**config.mk**
```make
export PLATFORM = sky130hd
export DESIGN_NAME = bootrom_burst_rd
export DESIGN_NICKNAME = d
export VERILOG_FILES = /design/src/rtl/bootrom_burst_rd.sv
export SDC_FILE = /design/constraint.sdc
export NUM_CORES = 1
export LEC_CHECK = 0
export ABC_AREA = 1
export BUFFER_PORTS_ARGS = -buffer_cell sky130_fd_sc_hd__buf_4
export CORE_MARGIN = 4
export CORE_UTILIZATION = 30
export CTS_CLUSTER_DIAMETER = 50
export DETAILED_ROUTE_END_ITERATION = 16
export GPL_ROUTABILITY_DRIVEN = 0
export GPL_TIMING_DRIVEN = 0
export PLACE_DENSITY_LB_ADDON = 0.08
export SETUP_SLACK_MARGIN = 0.5
export SLEW_MARGIN = 15
export SYNTH_ARGS = -nofsm -noshare
export SYNTH_HDL_FRONTEND = slang
export SYNTH_SLANG_ARGS = --single-unit
```
**constraint.sdc**
```tcl
create_clock -name clk -period 2.3 [get_ports clk]
set_clock_uncertainty 0.2 [all_clocks]
set_input_delay 0.115 -clock clk [delete_from_list [all_inputs] [get_ports clk]]
set_output_delay 0.115 -clock clk [all_outputs]
set_load 0.01 [all_outputs]
```
**src/rtl/bootrom_burst_rd.sv**
```systemverilog
module bootrom_burst_rd #(
  parameter int AW    = 24,
  parameter int WAITS = 2
) (
  input  logic          clk,
  input  logic          rst_n,
  input  logic          req_valid,
  input  logic [AW-1:0] req_addr,
  input  logic [1:0]    req_size,
  input  logic          rom_is16,
  input  logic          burst_en,
  output logic          busy,
  output logic          done,
  output logic [127:0]  rsp_data,
  output logic [AW-1:0] rom_addr,
  output logic          rom_cs_n,
  output logic          rom_rd_n,
  input  logic [15:0]   rom_data
);
  localparam int WW = $clog2(WAITS + 1);

  typedef enum logic [1:0] {ST_IDLE, ST_SETUP, ST_WAIT, ST_GAP} st_t;

  st_t           st;
  logic [WW-1:0] wcnt;
  logic [1:0]    bcnt, ucnt;
  logic [2:0]    nb_q;
  logic          line_q, burst_q, is16_q, sh8_q, bsel_q;

  logic [2:0]    ub, nb_n;
  logic [AW-1:0] start_addr;
  logic [7:0]    beat_byte;
  logic          last_w, last_b, last_u, accept;

  assign ub     = (req_size == 2'd0) ? 3'd1 : (req_size == 2'd1) ? 3'd2 : 3'd4;
  assign nb_n   = rom_is16 ? ((ub == 3'd1) ? 3'd1 : (ub >> 1)) : ub;
  assign accept = (st == ST_IDLE) && req_valid;

  always_comb begin
    start_addr = req_addr;
    case (req_size)
      2'd0: if (rom_is16) start_addr[0] = 1'b0;
      2'd1: start_addr[0] = 1'b0;
      2'd2: start_addr[1:0] = 2'b00;
      default: start_addr[3:0] = 4'b0000;
    endcase
  end

  assign beat_byte = is16_q ? (bsel_q ? rom_data[7:0] : rom_data[15:8]) : rom_data[7:0];
  assign last_w    = wcnt == WW'(WAITS - 1);
  assign last_b    = {1'b0, bcnt} == (nb_q - 3'd1);
  assign last_u    = !line_q || (ucnt == 2'd3);

  assign busy     = st != ST_IDLE;
  assign rom_cs_n = st != ST_WAIT;
  assign rom_rd_n = st != ST_WAIT;

  always_ff @(posedge clk or negedge rst_n) begin
    if (!rst_n) begin
      st       <= ST_IDLE;
      wcnt     <= '0;
      bcnt     <= '0;
      ucnt     <= '0;
      nb_q     <= 3'd1;
      line_q   <= 1'b0;
      burst_q  <= 1'b0;
      is16_q   <= 1'b0;
      sh8_q    <= 1'b1;
      bsel_q   <= 1'b0;
      rsp_data <= '0;
      rom_addr <= '0;
      done     <= 1'b0;
    end else begin
      done <= 1'b0;
      case (st)
        ST_IDLE: if (accept) begin
          st       <= ST_SETUP;
          wcnt     <= '0;
          bcnt     <= '0;
          ucnt     <= '0;
          nb_q     <= nb_n;
          line_q   <= req_size == 2'd3;
          burst_q  <= burst_en && (nb_n > 3'd1);
          is16_q   <= rom_is16;
          sh8_q    <= !rom_is16 || (req_size == 2'd0);
          bsel_q   <= rom_is16 && (req_size == 2'd0) && req_addr[0];
          rsp_data <= '0;
          rom_addr <= start_addr;
        end
        ST_SETUP: begin
          st   <= ST_WAIT;
          wcnt <= '0;
        end
        ST_WAIT: begin
          if (!last_w) begin
            wcnt <= wcnt + WW'(1);
          end else begin
            wcnt     <= '0;
            rsp_data <= sh8_q ? {rsp_data[119:0], beat_byte} : {rsp_data[111:0], rom_data};
            if (!last_b) begin
              bcnt     <= bcnt + 2'd1;
              rom_addr <= rom_addr + (is16_q ? AW'(2) : AW'(1));
              if (!burst_q) st <= ST_SETUP;
            end else if (!last_u) begin
              bcnt     <= '0;
              ucnt     <= ucnt + 2'd1;
              rom_addr <= rom_addr + (is16_q ? AW'(2) : AW'(1));
              st       <= ST_GAP;
            end else begin
              st   <= ST_IDLE;
              done <= 1'b1;
            end
          end
        end
        default: st <= ST_SETUP;
      endcase
    end
  end

  assert_done_single_R9: assert property (@(posedge clk) disable iff (!rst_n)
    done |=> !done);

  assert_done_after_wait_R9: assert property (@(posedge clk) disable iff (!rst_n)
    done |-> $past(st) == ST_WAIT);

  assert_strobe_after_setup_R4: assert property (@(posedge clk) disable iff (!rst_n)
    ($fell(rom_rd_n)) |-> $past(st) == ST_SETUP);

  assert_addr_step_only_burst_R3: assert property (@(posedge clk) disable iff (!rst_n)
    (!rom_cs_n && !$past(rom_cs_n) && rom_addr != $past(rom_addr)) |-> burst_q);

  assert_addr_hold_in_beat_R6: assert property (@(posedge clk) disable iff (!rst_n)
    (st == ST_WAIT && wcnt != '0) |-> $stable(rom_addr));

  assert_ignore_busy_req_R9: assert property (@(posedge clk) disable iff (!rst_n)
    (busy && $past(busy) && !done) |-> $stable(nb_q) && $stable(line_q));
endmodule

```
==> results of run 1 <==
[timing repair]
action	4_1_cts	5_1_grt
hold endpoints to repair	132	3
pin swaps	22	23
buffers inserted	22	3
endpoints found under the setup margin	164	166
hold buffers	48	1
resized for setup	118	113
gates cloned	4	5
[where the power goes]
group          internal [mW]  switching (mW)
Clock                   1.49            1.44
Combinational           3.88            4.77
Sequential              3.73           0.851
Total                   9.09            7.06
[state kept, by name, indices dropped and copies added (netlist names)]
register / flops
nb_q: 3
ucnt: 2
st: 2
bsel_q: 1
line_q: 1
is16_q: 1
sh8_q: 1
done: 1
bcnt: 2
rsp_data: 128
rom_addr: 24
burst_q: 1
wcnt: 2
[final timing paths]
| kind | from | to | depth (start not counted) | slack [ns] |
|---|---|---|---|---|
| max in group asynchronous | rst_n | rsp_data[39] | 3 | 0.91 |
| worst min register to register | wcnt[1] | done | 1 | 0.28 |
| min in group clk | burst_en | burst_q | 4 | 0.26 |
| worst max register to register | st[0] | rsp_data[96] | 10 | 0.25 |
| worst max-delay path | st[0] | rsp_data[96] | 10 | 0.25 |
| worst min-delay path | rst_n | rsp_data[123] | 2 | 0.07 |
[worst max-delay path, stage by stage (launching register included)]
cell and delay (ns):
dfrtp_1 0.40, inv_2 0.09, buf_6 0.10, ha_4 0.16, inv_2 0.05, or2_4 0.23, o21a_4 0.17, nand2_8 0.14
buf_12 0.16, clkbuf_16 0.16, o22ai_2 0.05
[layout make-up]
cell class                      instances  area (sq um)
Buffer                                 65           634
Sequential cell                       169          4230
Fill cell                            2884         15500
Tap cell                              384           480
Timing Repair Buffer                  285          2500
Clock buffer                           18           439
Inverter                              168           661
Clock inverter                         14           145
Multi-Input combinational cell        724          4190
[layout by cell type, fill, tap and decap left out, types with 5 or more instances in the layout]
cell           count
o22ai_2           51
o21ai_0          135
buf_4            231
inv_1            155
clkinv_4           5
nand2_1          279
mux2i_1            8
o21ai_2           19
buf_2              5
nor2_1            58
dfrtp_1          166
a21oi_1            5
o21ai_1            5
o22ai_1           67
buf_6             18
dlygate4sd3_1     49
clkbuf_16         23
clkbuf_1          10
nand2_2           12
buf_12             8
nor2_2             8
buf_8             12
inv_2              6
nand3_1           33
clkbuf_2           5
inv_8              8
[stage by stage]
step	total power, mW	instance area (sq um)	setup WS [ns]	TNS (ns)	hold slack, ns
finish	16.2	13300	0.248	0	0.0712
global route	17.3	13300	0.195	0	0.134
CTS	15.5	12700	0.301	0	-0.192
detailed placement	11.4	10900	0.106	0	-0.00947
global placement	11.3	10900	-0.311	-47.79	0.155
floorplan	8.61	8860	0.433	0	-0.381
[kinds of logic after synthesis]
family / after synthesis / share of synthesized area (%)
AOI/OAI and AO/OA: 289 / 19.4
xor gates and xnor gates: 2 / 0.199
adders and majority gates: 9 / 1.37
buffers and inverters: 233 / 11.2
DFF: 169 / 48.1
muxes: 8 / 0.911
and+or+nand+nor: 415 / 18.8
[routing by layer]
metal	global-route usage, %	vias to the layer above
met2	30.6	210
met5	0	-
met4	4.06	0
met1	28.0	4279
met3	4.43	27
li1	-	4293
==> impl_metrics.csv, run 1 <==
group,metric,value,unit
sta,hold_viol,0,
cts,clock_sinks,169,
floorplanning,chipHeight,179,um
floorplanning,ioPinCount,203,
cts,cts.clk_slew.worst_paths,0.07,ns
sta,fin_crit,2.05,ns
grt,antenna_found_initial,0,
outcome,run_status,"complete, no violations",
placement,dp_hpwl,22500,um
grt,grt_pass1_vias,8678,
cells_and_area,fin_util,46.1,%
cts,clockRootBuffer,"clkbuf_16",
detailed_routing,first_pass_iters,5,
cts,htree_levels,4,
detailed_routing,drt-met1-wl,15000,um
cells_and_area,area_growth,51.0,%
detailed_routing,postRouteAntennaNets,0,
sta,final.period_utilization,89.2,%
sta,drv_slew,0,
grt,grt_max_degree,87,
floorplanning,core,28800,sq um
sta,finalSetupViolations,0,
grt,grt.overflow.total,0,
placement,portBuffers,202,
logic_synthesis,synth.top_cells.by_count,"295 x nand2_1, 167 x dfrtp_1, 165 x inv_1",
detailed_routing,route.met3.wl,1750,um
sta,fmax,0.487,GHz
pwr,ir_drop,0.576,mV
logic_synthesis,synth-warning-count,0,
cts,cts_tree,"built",
cts,cts_inserted_buffers,17,
logic_synthesis,yosysTopAreaCellShare,47.5,%
logic_synthesis,yosysSeqAreaShare,48.1,%
detailed_routing,viasPerCell,4.82,
floorplanning,die-area,32100,sq um
detailed_routing,first_iter_violations,514,
detailed_routing,dr_total_vias,8809,
critical_path,critPathRequiredTime,2.40,ns
logic_synthesis,synth_edf_count,0,
critical_path,criticalPathCategory,"reg -> reg",
run,cap_violations,0,
logic_synthesis,synth.most_common_cell,"nand2_1",
critical_path,cp_max_fo,7,
sta,slew_headroom,52.7,%
cts,clk_path_buf_depth,2,
sta,tightest_slew,0.709,ns
logic_synthesis,synth_fp_nets,1181,
cells_and_area,fin_cells,1827,
worst_hold_path,worstHoldPathType,"in -> async",
grt,grt_pass1_wl,49400,um
floorplanning,die-width,179,um
cells_and_area,antennaDiodeCount,0,
critical_path,cp.arrival,2.16,ns
logic_synthesis,synthTopCellsByArea,"dfrtp_1 48%, nand2_1 13%, o21ai_0 8.5%",
logic_synthesis,ys.flop_type,"dfrtp_1",
cts,clkLatencyLatePin,0.44,ns
logic_synthesis,synth.avg_cell_area,7.81,sq um
pwr,p_leak,6.57,nW
cells_and_area,drive_above_1_share,31.8,%
logic_synthesis,syn_inst,1125,
logic_synthesis,synthArstFlopShare,100,%
critical_path,endpoint_kind,"register",
pwr,power.density,1220,nW/um^2
detailed_routing,top_layer,"met4",
logic_synthesis,synth_seq_cells,169,
critical_path,cp-start-kind,"register",
detailed_routing,wirelength,31900,um
logic_synthesis,synth_largest_area_cell,"dfrtp_1",
logic_synthesis,ys_types,33,
detailed_routing,dr_wl_met2,14800,um
logic_synthesis,netlist_area,8790,sq um
floorplanning,rows,62,
detailed_routing,routedWlPerCell,17.5,um
floorplanning,initial_core_util,30.5,%
sta,rsz0062_at_grt,"true",
detailed_routing,drc,0,
grt,grt_usage,19.6,%
placement,dp_cells,1712,
cells_and_area,final_nets,1486,
No activity file was read; power rests on OpenSTA's default activity.
==> inputs of run 2 (changes only) <==
- CORE_UTILIZATION: 30 -> 45
==> impl_metrics.csv, run 2 (same netlist as run 1, synthesis figures left out) <==
group,metric,value,unit
critical_path,crit_path_start,"st[0]",
critical_path,critPathRequiredTime,2.44,ns
placement,dp_hpwl,19800,um
cts,cts_inserted_buffers,17,
cts,cts_tree,"built",
critical_path,reg2reg_slack,0.24,ns
sta,rsz0062_at_grt,"true",
cells_and_area,final_nets,1498,
detailed_routing,postRouteAntennaNets,0,
pwr,finalPower,17.1,mW
cts,htree_levels,4,
detailed_routing,routedWlPerCell,17.7,um
cts,clockRootBuffer,"clkbuf_16",
critical_path,rr_worst_depth,10,
critical_path,worstSetupEndpoint,"rsp_data[118]",
sta,fmax,0.485,GHz
floorplanning,chipHeight,148,um
floorplanning,die-width,148,um
cells_and_area,drive_above_1_share,34.7,%
floorplanning,rows,50,
worst_hold_path,worstHoldPathType,"in -> async",
cells_and_area,fin_util,71.7,%
sta,hold_viol,0,
detailed_routing,drc,0,
critical_path,cp.arrival,2.20,ns
detailed_routing,first_iter_violations,603,
critical_path,cp_max_fo,7,
grt,grt.overflow.total,0,
floorplanning,initial_core_util,46.4,%
critical_path,r2r_end,"rsp_data[118]",
pwr,p_leak,6.69,nW
critical_path,criticalPathCategory,"reg -> reg",
cts,cts.clk_slew.worst_paths,0.07,ns
grt,antenna_found_initial,0,
cells_and_area,largest_register_ff_count,128,
floorplanning,ioPinCount,203,
detailed_routing,viasPerCell,5.31,
sta,slew_headroom,61.3,%
outcome,run_status,"complete, no violations",
critical_path,cp-start-kind,"register",
sta,tightest_slew,0.581,ns
sta,final.period_utilization,89.7,%
cells_and_area,layout_commonest_cell,"nand2_1",
cells_and_area,area_growth,54.6,%
detailed_routing,dr_total_vias,9109,
floorplanning,die-area,21800,sq um
cts,clkLatencyLatePin,0.43,ns
critical_path,r2r_start,"st[0]",
grt,grt_max_degree,96,
cells_and_area,nFillCells,1434,
cells_and_area,layout_common_cells,"277 x nand2_1, 236 x buf_4, 167 x dfrtp_1",
pwr,power.density,1260,nW/um^2
floorplanning,core,19000,sq um
grt,grt_pass1_vias,8825,
grt,grt_usage,25.5,%
placement,portBuffers,202,
cts,clock_sinks,169,
pwr,ir_drop,0.614,mV
sta,hold_ws,0.0683,ns
cells_and_area,regMostFlops,"rsp_data",
cells_and_area,top_regs,"rsp_data (128), rom_addr (24), nb_q (3)",
detailed_routing,first_pass_iters,6,
sta,finalSetupViolations,0,
cells_and_area,antennaDiodeCount,0,
run,cap_violations,0,
sta,drv_slew,0,
critical_path,endpoint_kind,"register",
sta,fin_crit,2.06,ns
grt,grt_pass1_wl,45200,um
detailed_routing,wirelength,30400,um
cts,clk_path_buf_depth,2,
==> run 2: cell count changes in the layout (fill, tap and decap cells not counted), moves of 6 or more <==
cell     previous run  this run
buf_12              8        16
o22ai_4             3         9
o22ai_1            67        35
o22ai_2            51        77
==> run 2: routing by layer <==
layer / wire (um) / GRT usage (%)
met1: 13000 / 33.9
met2: 14800 / 42.3
met3: 1950 / 5.40
met4: 636 / 7.60
met5: 0 / 0
==> run 2: what timing repair did <==
| item | 4_1_cts | 5_1_grt |
|---|---|---|
| endpoints found under the hold margin | 123 | 0 |
| cloned | 5 | 10 |
| gates resized for setup | 104 | 184 |
| pin swaps | 12 | 17 |
| hold buffers | 49 | 0 |
| setup buffers | 24 | 7 |
| endpoints found under the setup margin | 163 | 160 |
==> run 2: layout make-up <==
class                      count  area (sq um)  area share [%]
tap                          260           325            2.39
timing repair inverter         1          8.76          0.0644
inverter                     168           656            4.82
clock buffer                  19           443            3.26
buffer                        65           691            5.08
timing repair buffer         296          2640            19.4
sequential                   169          4230            31.1
clock inverter                13           180            1.33
multi-input combinational    724          4420            32.5
==> run 2: how the worst min path moves through the flow <==
| stage | to | start |
|---|---|---|
| global route | wcnt[0] | rst_n |
| global placement | burst_q | burst_en |
| finish | rsp_data[124] | rst_n |
| CTS | rsp_data[123] | rst_n |
| detailed placement | rsp_data[123] | rst_n |
| floorplan | bcnt[0] | rst_n |
==> run 2: critical path: stages (launching register included) <==
cell       delay [ns]
dfrtp_1          0.41
inv_2            0.11
ha_4             0.13
buf_6            0.12
inv_8            0.05
o21ai_4          0.22
clkinv_4         0.15
buf_6            0.15
buf_8            0.12
clkbuf_16        0.16
o22ai_2          0.15
==> run 2: power by group <==
group | total, mW | internal (mW) | switching (mW)
Sequential | 4.56 | 3.73 | 0.827
Clock | 3.07 | 1.77 | 1.30
Combinational | 9.44 | 4.31 | 5.13
==> run 2: metrics by stage <==
step                setup TNS (ns)  std cells  area [sq um]  setup slack, ns
floorplan                        0       1125          8860            0.433
global placement            -19.66       1587         10700           -0.141
detailed placement               0       1588         10700            0.137
CTS                              0       1698         12500            0.346
global route                     0       1715         13600            0.192
finish                           0       1715         13600            0.237
==> inputs of run 3 (changes only) <==
- clock period: 2.3 -> 1.7 ns (I/O delays scaled with it)
==> impl_metrics.csv, run 3 (same netlist as run 1, synthesis figures left out) <==
group,metric,value,unit
cts,clk_path_buf_depth,2,
critical_path,cp-start-kind,"register",
critical_path,rr_worst_depth,10,
sta,finalSetupViolations,162,
sta,fin_crit,2.09,ns
critical_path,crit_path_start,"nb_q[0]",
sta,hold_ws,-0.601,ns
cells_and_area,layout_common_cells,"277 x nand2_1, 213 x buf_4, 154 x inv_1",
cells_and_area,fin_cells,1742,
critical_path,critPathRequiredTime,1.83,ns
detailed_routing,drc,0,
pwr,switching_share,42.4,%
grt,grt_max_degree,97,
detailed_routing,viasPerCell,5.35,
worst_hold_path,worstHoldPathType,"in -> async",
sta,final.period_utilization,123,%
run,cap_violations,0,
sta,tns,-43.14,ns
grt,grt_pass1_vias,8851,
cells_and_area,final_nets,1525,
cells_and_area,area_growth,60.3,%
critical_path,cp_max_fo,5,
critical_path,r2r_start,"nb_q[0]",
detailed_routing,wirelength,30900,um
placement,dp_worst_setup_slack,-0.449,ns
floorplanning,chipHeight,148,um
critical_path,critPathMaxStageDelay,0.55,ns
pwr,p_sw,9.97,mW
critical_path,crit_slowest_cell,"dfstp_2",
sta,fmax,0.479,GHz
pwr,combPwrFrac,56.7,%
outcome,run_status,"finished with violations",
cells_and_area,drive_above_1_share,36.9,%
cells_and_area,largest_register_ff_count,128,
cts,cts_inserted_buffers,17,
cells_and_area,antennaDiodeCount,0,
critical_path,cp.arrival,2.22,ns
floorplanning,ioPinCount,203,
critical_path,cp_cell_sequence,"inv_2 > ha_4 > nor2_4 > nor2_4 > nand4_4 > nand2_8 > clkbuf_16 > nor2_1 > nand2_1 > nand2_1",
placement,dp_cells,1588,
pwr,seqPwrFrac,26.4,%
detailed_routing,dr_total_vias,9316,
cts,clkLatencyLatePin,0.44,ns
sta,layout_setup_ws,-0.386,ns
grt,grt_usage,25.5,%
detailed_routing,first_iter_violations,628,
critical_path,reg2reg_slack,-0.39,ns
detailed_routing,routedWlPerCell,17.8,um
placement,dp_hpwl,20000,um
sta,slew_headroom,59.1,%
pwr,power.density,1670,nW/um^2
pwr,ir_drop,0.963,mV
floorplanning,core,19000,sq um
floorplanning,die-width,148,um
critical_path,r2r_end,"rom_addr[14]",
pwr,p_int,13.5,mW
detailed_routing,first_pass_iters,5,
cts,clock_sinks,169,
pwr,p_leak,6.94,nW
grt,antenna_found_initial,0,
sta,tightest_slew,0.613,ns
floorplanning,die-area,21800,sq um
cells_and_area,regMostFlops,"rsp_data",
cts,clockRootBuffer,"clkbuf_16",
detailed_routing,postRouteAntennaNets,0,
sta,hold_viol,177,
grt,grt_pass1_wl,45300,um
pwr,finalPower,23.5,mW
cts,cts.clk_slew.worst_paths,0.07,ns
sta,drv_slew,0,
critical_path,worstSetupEndpoint,"rom_addr[14]",
cells_and_area,layout_commonest_cell,"nand2_1",
cells_and_area,top_regs,"rsp_data (128), rom_addr (24), nb_q (3)",
outcome,violations,"hold timing, setup timing",
floorplanning,rows,50,
floorplanning,initial_core_util,46.4,%
grt,grt.overflow.total,0,
cts,cts_tree,"built",
critical_path,endpoint_kind,"register",
cts,htree_levels,4,
cts,postCtsHoldBufs,44,
placement,portBuffers,202,
sta,rsz0062_at_grt,"true",
pwr,clkPwrFrac,16.8,%
critical_path,criticalPathCategory,"reg -> reg",
## run 3: changes by cell type in the layout (fill, tap and decap cells not counted), moves of 4 or more
cell / before / now
clkbuf_16: 27 / 35
buf_6: 16 / 52
dlygate4sd3_1: 49 / 44
buf_4: 236 / 213
o22ai_4: 9 / 2
buf_8: 8 / 18
dfrtp_1: 167 / 150
o22ai_2: 77 / 84
dfrtp_2: 0 / 17
o21ai_2: 19 / 15
## run 3: critical path: cells and delay by family (launching register included)
family        cells  cell delay [ns]
flops             1             0.55
simple gates      7             0.73
fa+ha+maj         1             0.28
buf+inv           2             0.23
## run 3: power groups by stage
stage / logic (mW) / registers (mW) / clock network [mW]
finish: 13.3 / 6.21 / 3.96
floorplan: 5.75 / 6.26 / 0
detailed placement: 9.30 / 6.20 / 0
CTS: 10.5 / 6.14 / 3.96
global route: 14.4 / 6.33 / 4.16
global placement: 9.11 / 6.20 / 0
## run 3: stage by stage
| stage | utilization (%) | instance area [sq um] |
|---|---|---|
| finish | 74.3 | 14100 |
| CTS | 65.7 | 12500 |
| detailed placement | 57.6 | 10900 |
| global placement | 57.4 | 10900 |
| floorplan | - | 9040 |
| global route | 74.3 | 14100 |
## run 3: final cells by class
class | count | area, sq um
buffer | 65 | 788
clock buffer | 18 | 429
clock inverter | 14 | 160
fill | 1367 | 4860
inverter | 168 | 677
multi-input combinational | 724 | 4370
sequential | 169 | 4250
tap | 260 | 325
timing repair buffer | 322 | 3070
timing repair inverter | 2 | 17.5
## run 3: metal layers
| metal | share of wire (%) | global-route usage (%) | routed length [um] |
|---|---|---|---|
| met1 | 42 | 34.6 | 13100 |
| met2 | 50 | 41.6 | 15300 |
| met3 | 6.5 | 4.97 | 2020 |
| met4 | 1.8 | 8.01 | 542 |
| met5 | 0 | 0 | 0 |
## run 3: how the worst min path moves through the flow
stage | startpoint | end | slack (ns) | depth (start not counted)
after floorplan | rst_n | bcnt[0] | -0.41 | 0
after global placement | burst_en | burst_q | 0.12 | 3
after detailed placement | rst_n | st[0] | -0.1 | 1
after CTS | rst_n | st[0] | -0.56 | 1
after global routing | rst_n | st[0] | -0.56 | 1
final | rst_n | st[0] | -0.60 | 1
## run 3: what timing repair did
| action | in CTS | in global routing |
|---|---|---|
| setup endpoints to repair | 325 | 325 |
| pin swaps | 10 | 13 |
| resized for setup | 77 | 209 |
| buffers inserted | 21 | 36 |
| hold endpoints to repair | 218 | 80 |
| cloned | 2 | 19 |
